### config.mk
export PLATFORM = sky130hd
export DESIGN_NAME = pinbank
export DESIGN_NICKNAME = d
export VERILOG_FILES = /design/src/rtl/pinbank_pkg.sv /design/src/rtl/pinbank_ctl.sv /design/src/rtl/pinbank_dp.sv /design/src/rtl/pinbank.sv
export SDC_FILE = /design/constraint.sdc
export NUM_CORES = 1
export LEC_CHECK = 0
export ABC_CLOCK_PERIOD_IN_PS = 2200
export BUFFER_PORTS_ARGS = -buffer_cell sky130_fd_sc_hd__buf_2
export CORE_ASPECT_RATIO = 0.6
export CORE_MARGIN = 2
export CORE_UTILIZATION = 52
export DETAILED_ROUTE_END_ITERATION = 8
export PLACE_DENSITY_LB_ADDON = 0.1
export REMOVE_ABC_BUFFERS = 1
export SKIP_CTS_REPAIR_TIMING = 1
export SLEW_MARGIN = 20
export SYNTH_ARGS = -nofsm -noshare
export SYNTH_HDL_FRONTEND = slang
export SYNTH_HIERARCHICAL = 1
export SYNTH_SLANG_ARGS = --single-unit
### constraint.sdc
create_clock -name clk -period 2.2 [get_ports clk]
set_input_delay 0.44 -clock clk [delete_from_list [all_inputs] [get_ports clk]]
set_output_delay 0.44 -clock clk [all_outputs]
set_load 0.02 [all_outputs]
### src/rtl/pinbank_pkg.sv
package pinbank_pkg;
  localparam int PIN_COUNT    = 16;
  localparam int FIELD_W      = 4;
  localparam int DATA_W       = 32;
  localparam int ADDR_W       = 5;
  localparam int PINS_PER_CFG = DATA_W / FIELD_W;
  localparam int CFG_REGS     = PIN_COUNT / PINS_PER_CFG;
  localparam int IDX_W        = (CFG_REGS > 1) ? $clog2(CFG_REGS) : 1;
  localparam int WORD_W       = ADDR_W - 2;
  // word offsets after the configuration words
  localparam int WORD_IN      = CFG_REGS;
  localparam int WORD_OUT     = CFG_REGS + 1;
  localparam int WORD_SET     = CFG_REGS + 2;
  localparam int WORD_CLR     = CFG_REGS + 3;
  localparam logic [FIELD_W-1:0] FIELD_RST = 4'b0100;

  typedef enum logic [2:0] {
    RD_NONE, RD_CFG, RD_IN, RD_OUT
  } rdSel_e;

  typedef struct packed {
    logic [CFG_REGS-1:0] wrCfg;
    logic                wrOut;
    logic                wrSet;
    logic                wrClr;
    rdSel_e              rdSel;
    logic [IDX_W-1:0]    cfgIdx;
  } strobe_t;
endpackage

### src/rtl/pinbank_ctl.sv
module pinbank_ctl
  import pinbank_pkg::*;
(
  input  logic              clk,
  input  logic              rstN,
  input  logic              busWe,
  input  logic [ADDR_W-1:0] busAddr,
  output strobe_t           stb
);
  logic [WORD_W-1:0] wordIdx;
  assign wordIdx = busAddr[ADDR_W-1:2];

  always_comb begin
    stb = '0;
    stb.rdSel = RD_NONE;
    for (int i = 0; i < CFG_REGS; i++) begin
      if (wordIdx == WORD_W'(i)) begin
        stb.rdSel    = RD_CFG;
        stb.cfgIdx   = IDX_W'(i);
        stb.wrCfg[i] = busWe;
      end
    end
    if (wordIdx == WORD_W'(WORD_IN))  stb.rdSel = RD_IN;
    if (wordIdx == WORD_W'(WORD_OUT)) begin
      stb.rdSel = RD_OUT;
      stb.wrOut = busWe;
    end
    if (wordIdx == WORD_W'(WORD_SET)) stb.wrSet = busWe;
    if (wordIdx == WORD_W'(WORD_CLR)) stb.wrClr = busWe;
  end

  // at most one register is written per cycle
  p_one_target_r11: assert property (@(posedge clk) disable iff (!rstN)
    $onehot0({stb.wrCfg, stb.wrOut, stb.wrSet, stb.wrClr}));
  // no write strobe without a bus write
  p_no_idle_write_r11: assert property (@(posedge clk) disable iff (!rstN)
    !busWe |-> ({stb.wrCfg, stb.wrOut, stb.wrSet, stb.wrClr} == '0));
endmodule

### src/rtl/pinbank_dp.sv
module pinbank_dp
  import pinbank_pkg::*;
(
  input  logic                 clk,
  input  logic                 rstN,
  input  strobe_t              stb,
  input  logic [DATA_W-1:0]    busWdata,
  output logic [DATA_W-1:0]    busRdata,
  input  logic [PIN_COUNT-1:0] padIn,
  input  logic [PIN_COUNT-1:0] altOut,
  output logic [PIN_COUNT-1:0] padOe,
  output logic [PIN_COUNT-1:0] padOut,
  output logic [PIN_COUNT-1:0] padPullUp,
  output logic [PIN_COUNT-1:0] padPullDn
);
  logic [CFG_REGS-1:0][DATA_W-1:0]    cfgQ;
  logic [PIN_COUNT-1:0][FIELD_W-1:0]  field;
  logic [PIN_COUNT-1:0] outQ, syncA, syncB;
  logic [PIN_COUNT-1:0] anaMask, inMask, odMask, inView;
  logic [PIN_COUNT-1:0] setBits, clrBits;

  assign field   = cfgQ;
  assign setBits = busWdata[PIN_COUNT-1:0];
  assign clrBits = busWdata[2*PIN_COUNT-1:PIN_COUNT];

  always_ff @(posedge clk or negedge rstN) begin
    if (!rstN) begin
      cfgQ <= {(CFG_REGS*PINS_PER_CFG){FIELD_RST}};
    end else begin
      for (int c = 0; c < CFG_REGS; c++)
        if (stb.wrCfg[c]) cfgQ[c] <= busWdata;
    end
  end

  always_ff @(posedge clk or negedge rstN) begin
    if (!rstN)          outQ <= '0;
    else if (stb.wrOut) outQ <= setBits;
    else if (stb.wrSet) outQ <= (outQ & ~clrBits) | setBits;  // set wins
    else if (stb.wrClr) outQ <= outQ & ~setBits;
  end

  always_ff @(posedge clk or negedge rstN) begin
    if (!rstN) begin
      syncA <= '0;
      syncB <= '0;
    end else begin
      syncA <= padIn;
      syncB <= syncA;
    end
  end

  for (genvar p = 0; p < PIN_COUNT; p++) begin : g_pin
    logic [1:0] mode, style;
    logic       isIn, src, openDrain;
    assign mode      = field[p][1:0];
    assign style     = field[p][3:2];
    assign isIn      = (mode == 2'b00);
    assign openDrain = style[0];
    assign src       = style[1] ? altOut[p] : outQ[p];
    assign padOe[p]     = !isIn && (openDrain ? !src : 1'b1);
    assign padOut[p]    = !isIn && !openDrain && src;
    assign padPullUp[p] = isIn && (style == 2'b10) && outQ[p];
    assign padPullDn[p] = isIn && (style == 2'b10) && !outQ[p];
    assign anaMask[p]   = isIn && (style == 2'b00);
    assign inMask[p]    = isIn;
    assign odMask[p]    = !isIn && openDrain;
  end

  assign inView = syncB & ~anaMask;

  always_comb begin
    case (stb.rdSel)
      RD_CFG:  busRdata = cfgQ[stb.cfgIdx];
      RD_IN:   busRdata = DATA_W'(inView);
      RD_OUT:  busRdata = DATA_W'(outQ);
      default: busRdata = '0;
    endcase
  end

  // every bit named in a set/clear write is 1 afterwards
  p_set_r4: assert property (@(posedge clk) disable iff (!rstN)
    stb.wrSet |=> ((outQ & $past(setBits)) == $past(setBits)));
  // every bit named in a clear-only write is 0 afterwards
  p_clr_r5: assert property (@(posedge clk) disable iff (!rstN)
    stb.wrClr |=> ((outQ & $past(setBits)) == '0));
  // output word only moves on one of its three write paths
  p_out_hold_r3: assert property (@(posedge clk) disable iff (!rstN)
    !(stb.wrOut || stb.wrSet || stb.wrClr) |=> $stable(outQ));
  // configuration only moves on a configuration write
  p_cfg_hold_r2: assert property (@(posedge clk) disable iff (!rstN)
    (stb.wrCfg == '0) |=> $stable(cfgQ));
  // input pins never drive
  p_in_no_drive_r10: assert property (@(posedge clk) disable iff (!rstN)
    ((padOe | padOut) & inMask) == '0);
  // open-drain pins never drive high
  p_od_low_r8: assert property (@(posedge clk) disable iff (!rstN)
    (padOut & odMask) == '0);
  // pulls are exclusive
  p_pull_excl_r10: assert property (@(posedge clk) disable iff (!rstN)
    (padPullUp & padPullDn) == '0);
endmodule

### src/rtl/pinbank.sv
module pinbank
  import pinbank_pkg::*;
(
  input  logic                 clk,
  input  logic                 rstN,
  input  logic                 busWe,
  input  logic [ADDR_W-1:0]    busAddr,
  input  logic [DATA_W-1:0]    busWdata,
  output logic [DATA_W-1:0]    busRdata,
  input  logic [PIN_COUNT-1:0] padIn,
  input  logic [PIN_COUNT-1:0] altOut,
  output logic [PIN_COUNT-1:0] padOe,
  output logic [PIN_COUNT-1:0] padOut,
  output logic [PIN_COUNT-1:0] padPullUp,
  output logic [PIN_COUNT-1:0] padPullDn
);
  strobe_t stb;

  pinbank_ctl i_ctl (
    .clk     (clk),
    .rstN    (rstN),
    .busWe   (busWe),
    .busAddr (busAddr),
    .stb     (stb)
  );

  pinbank_dp i_dp (
    .clk       (clk),
    .rstN      (rstN),
    .stb       (stb),
    .busWdata  (busWdata),
    .busRdata  (busRdata),
    .padIn     (padIn),
    .altOut    (altOut),
    .padOe     (padOe),
    .padOut    (padOut),
    .padPullUp (padPullUp),
    .padPullDn (padPullDn)
  );
endmodule

==> run_results.csv <==
group,metric,value,unit
pwr,powerDensity,868,mW/mm^2
logic_synthesis,syn_area,0.00578,mm^2
outcome,status,"complete, but fails checks",
global_route,antenna_found_initial,0,
worst_setup_path,endpoint_kind,"primary output",
floorplanning,fp.dieH,85.7,um
worst_setup_path,crit_fanout,8,
routing,drc,11,
timing,maxSlewViolCount,0,
logic_synthesis,synth-edff-count,0,
pwr,power.switching,2.33,mW
routing,wl_per_cell,19.7,um
routing,drt_iter0_markers,503,
routing,final_antenna_net_count,0,
logic_synthesis,ys_types,36,
finish,mostFrequentLayoutCells,"buf_2, dfrtp_1, mux2_2",
clock_network,cts_tree,"yes",
pwr,internal_power,4.25,mW
timing,skew,4.32,ps
logic_synthesis,yosysSeqAreaShare,48.8,%
place,hpwlAfterDp,11800,um
worst_setup_path,worstReg2RegStart,"i_dp/cfgQ[41]$_DFFE_PN0P_",
timing,fin_crit,2210,ps
min_path,min_path_type,"primary input to async pin",
pwr,irDropWorstVdd,0.460,mV
worst_setup_path,worstSetupStartpoint,"busAddr[3]",
timing,tightest_slew,616,ps
finish,drive_gt1_share,49.3,%
timing,max_slew_margin,59.0,%
pwr,sw_frac_of_total,35.5,%
pwr,seq_power_share,45.9,%
finish,final_cell_area,0.00758,mm^2
timing,fmax,0.453,GHz
place,preCtsSetupSlack,-149,ps
finish,syn_to_final_growth,31.2,%
timing,period_share,100,%
routing,via_per_inst,5.89,
logic_synthesis,synth_top_area_cell,"dfrtp_1",
place,place_congestion,0.838,
finish,fin_nets,791,
finish,fillCellCount,798,
worst_setup_path,critPathKind,"primary input to primary output",
pwr,clkPwrFrac,25.1,%
floorplanning,start_util,54.0,%
floorplanning,die_area,0.0120,mm^2
global_route,grt_start_max_net_pins,113,
finish,diodes,0,
timing,setup_viol,1,
place,portBuffers,165,
pwr,p_total,6.58,mW
worst_setup_path,worst-endpoint-required,1760,ps
logic_synthesis,yosys.area_share.simple,16.6,%
logic_synthesis,synthMuxAreaShare,21.1,%
outcome,violations,"DRC, setup timing",
global_route,grt_pass1_wl,26100,um
routing,dr.pass1.iters,7,
finish,layout_commonest_cell,"buf_2",
clock_network,cts_max_path_buffers,2,
logic_synthesis,synthXorXnorAreaFrac,0,%
clock_network,cts_root_buf,"clkbuf_16",
logic_synthesis,syn_area_per_cell,10.9,um^2
worst_setup_path,arrival,1770,ps
routing,dr_total_vias,5080,
clock_network,numClockSinks,112,
clock_network,insertion_delay,350,ps
pwr,p_leak,3.44,nW
floorplanning,dieWidth,140,um
timing,rsz0062_at_grt,"yes",
clock_network,clkTransAtPathRegs,70,ps
floorplanning,core_area,0.0107,mm^2
logic_synthesis,ys_ff_latch,112,
global_route,first_global_vias,4868,
pwr,combPwrFrac,29.0,%
worst_setup_path,start_kind,"primary input",
timing,hold_viol,0,
logic_synthesis,yosys-top-cells-area,"dfrtp_1, mux2_2, dfstp_2, mux2i_1, nor2_1",
flow_run,drv_cap,0,
clock_network,cts_inserted_buffers,9,
global_route,gr-total-overflow,0,
logic_synthesis,synthAdderAreaFrac,0,%
logic_synthesis,postSynth.asyncResetShare,100,%
timing,worst_slack,-7.30,ps
place,placed_cell_area,0.00693,mm^2
logic_synthesis,ys_warn_count,6,
clock_network,htree_levels,3,
logic_synthesis,synth_compound_area_share,10.1,%
logic_synthesis,synthFlopType,"dfrtp_1",
floorplanning,io_pins,168,
global_route,grt_usage,28.0,%
logic_synthesis,syn_inst,529,
logic_synthesis,synth_top_family_by_area,"multiplexers",
floorplanning,row_count,29,
routing,drt_wl_total,17000,um
logic_synthesis,synth_top_cell_area_share,41.5,%
-- synth_stat cells, types with 7 or more instances --
cell type / n
dfrtp_1: 96
mux2_2: 77
nor2_1: 66
a21oi_1: 47
nand2_1: 47
mux2i_1: 32
nor3_1: 19
and3_1: 16
dfstp_2: 16
nor3b_1: 16
buf_2: 13
nor4_1: 9
a211oi_1: 8
nand3_1: 7
o211ai_2: 7
o221ai_2: 7
or4_1: 7
-- registers in the layout, indices dropped and copies added, names as in the netlist --
name / count
i_dp/outQ: 16
i_dp/cfgQ: 64
i_dp/syncB: 16
i_dp/syncA: 16
-- per-layer routing --
| metal | global-route usage, % | wire length (um) |
|---|---|---|
| met1 | 40.7 | 7840 |
| met2 | 43.9 | 7620 |
| met3 | 6.14 | 1360 |
| met4 | 5.69 | 211 |
| met5 | 0 | 0 |
-- critical path, cell delays in order --
cell,delay (ps)
buf_8,110
a21oi_4,150
or3b_4,490
buf_12,190
o221ai_2,200
buf_4,180
-- final cells by class --
type	count	area (um^2)	share of cell area, %
inverter	3	13.8	0.181
sequential	112	2820	37.2
clock buffer	10	229	3.02
timing repair buffer	205	1340	17.7
clock inverter	6	68.8	0.907
tap	139	174	2.29
multi-input combinational	388	2940	38.7
-- kinds of logic (layout without fill, tap and decap cells) --
family	count (synthesis)	count (layout)
other cells	1	1
mux	112	112
flops	112	112
buf+inv	29	224
compound gates	79	79
simple gates	196	196
-- stage by stage --
step	TNS, ps	util [%]	hold WS, ps	instances
2_1_floorplan	-153880	-	144	503
3_3_place_gp	-1180	64.8	331	840
3_5_place_dp	-1620	64.8	335	840
4_1_cts	-1720	67.6	183	856
5_1_grt	-77.4	70.9	180	863
6_report	-7.30	70.9	141	863
-- path summary, 6_finish.rpt --
path,slack (ps),depth (start not counted),to
max,-7,6,busRdata[5]
min,140,2,i_dp/cfgQ[20]$_DFFE_PN0P_
max reg2reg,1280,2,i_dp/cfgQ[41]$_DFFE_PN0P_
min reg2reg,350,0,i_dp/syncB[8]$_DFF_PN0_
max in group asynchronous,1560,2,i_dp/cfgQ[31]$_DFFE_PN0P_
min in group clk,190,1,i_dp/syncA[6]$_DFF_PN0_
-- power by group through the flow --
stage,Clock [mW],Combinational (mW),Sequential [mW]
after global placement,0,1.72,2.98
after detailed placement,0,1.79,3.01
final,1.65,1.91,3.02
after floorplan,0,1.23,2.83
after global routing,1.76,2.05,3.09
after CTS,1.66,1.80,2.98
Power figures use the tool's default switching activity.
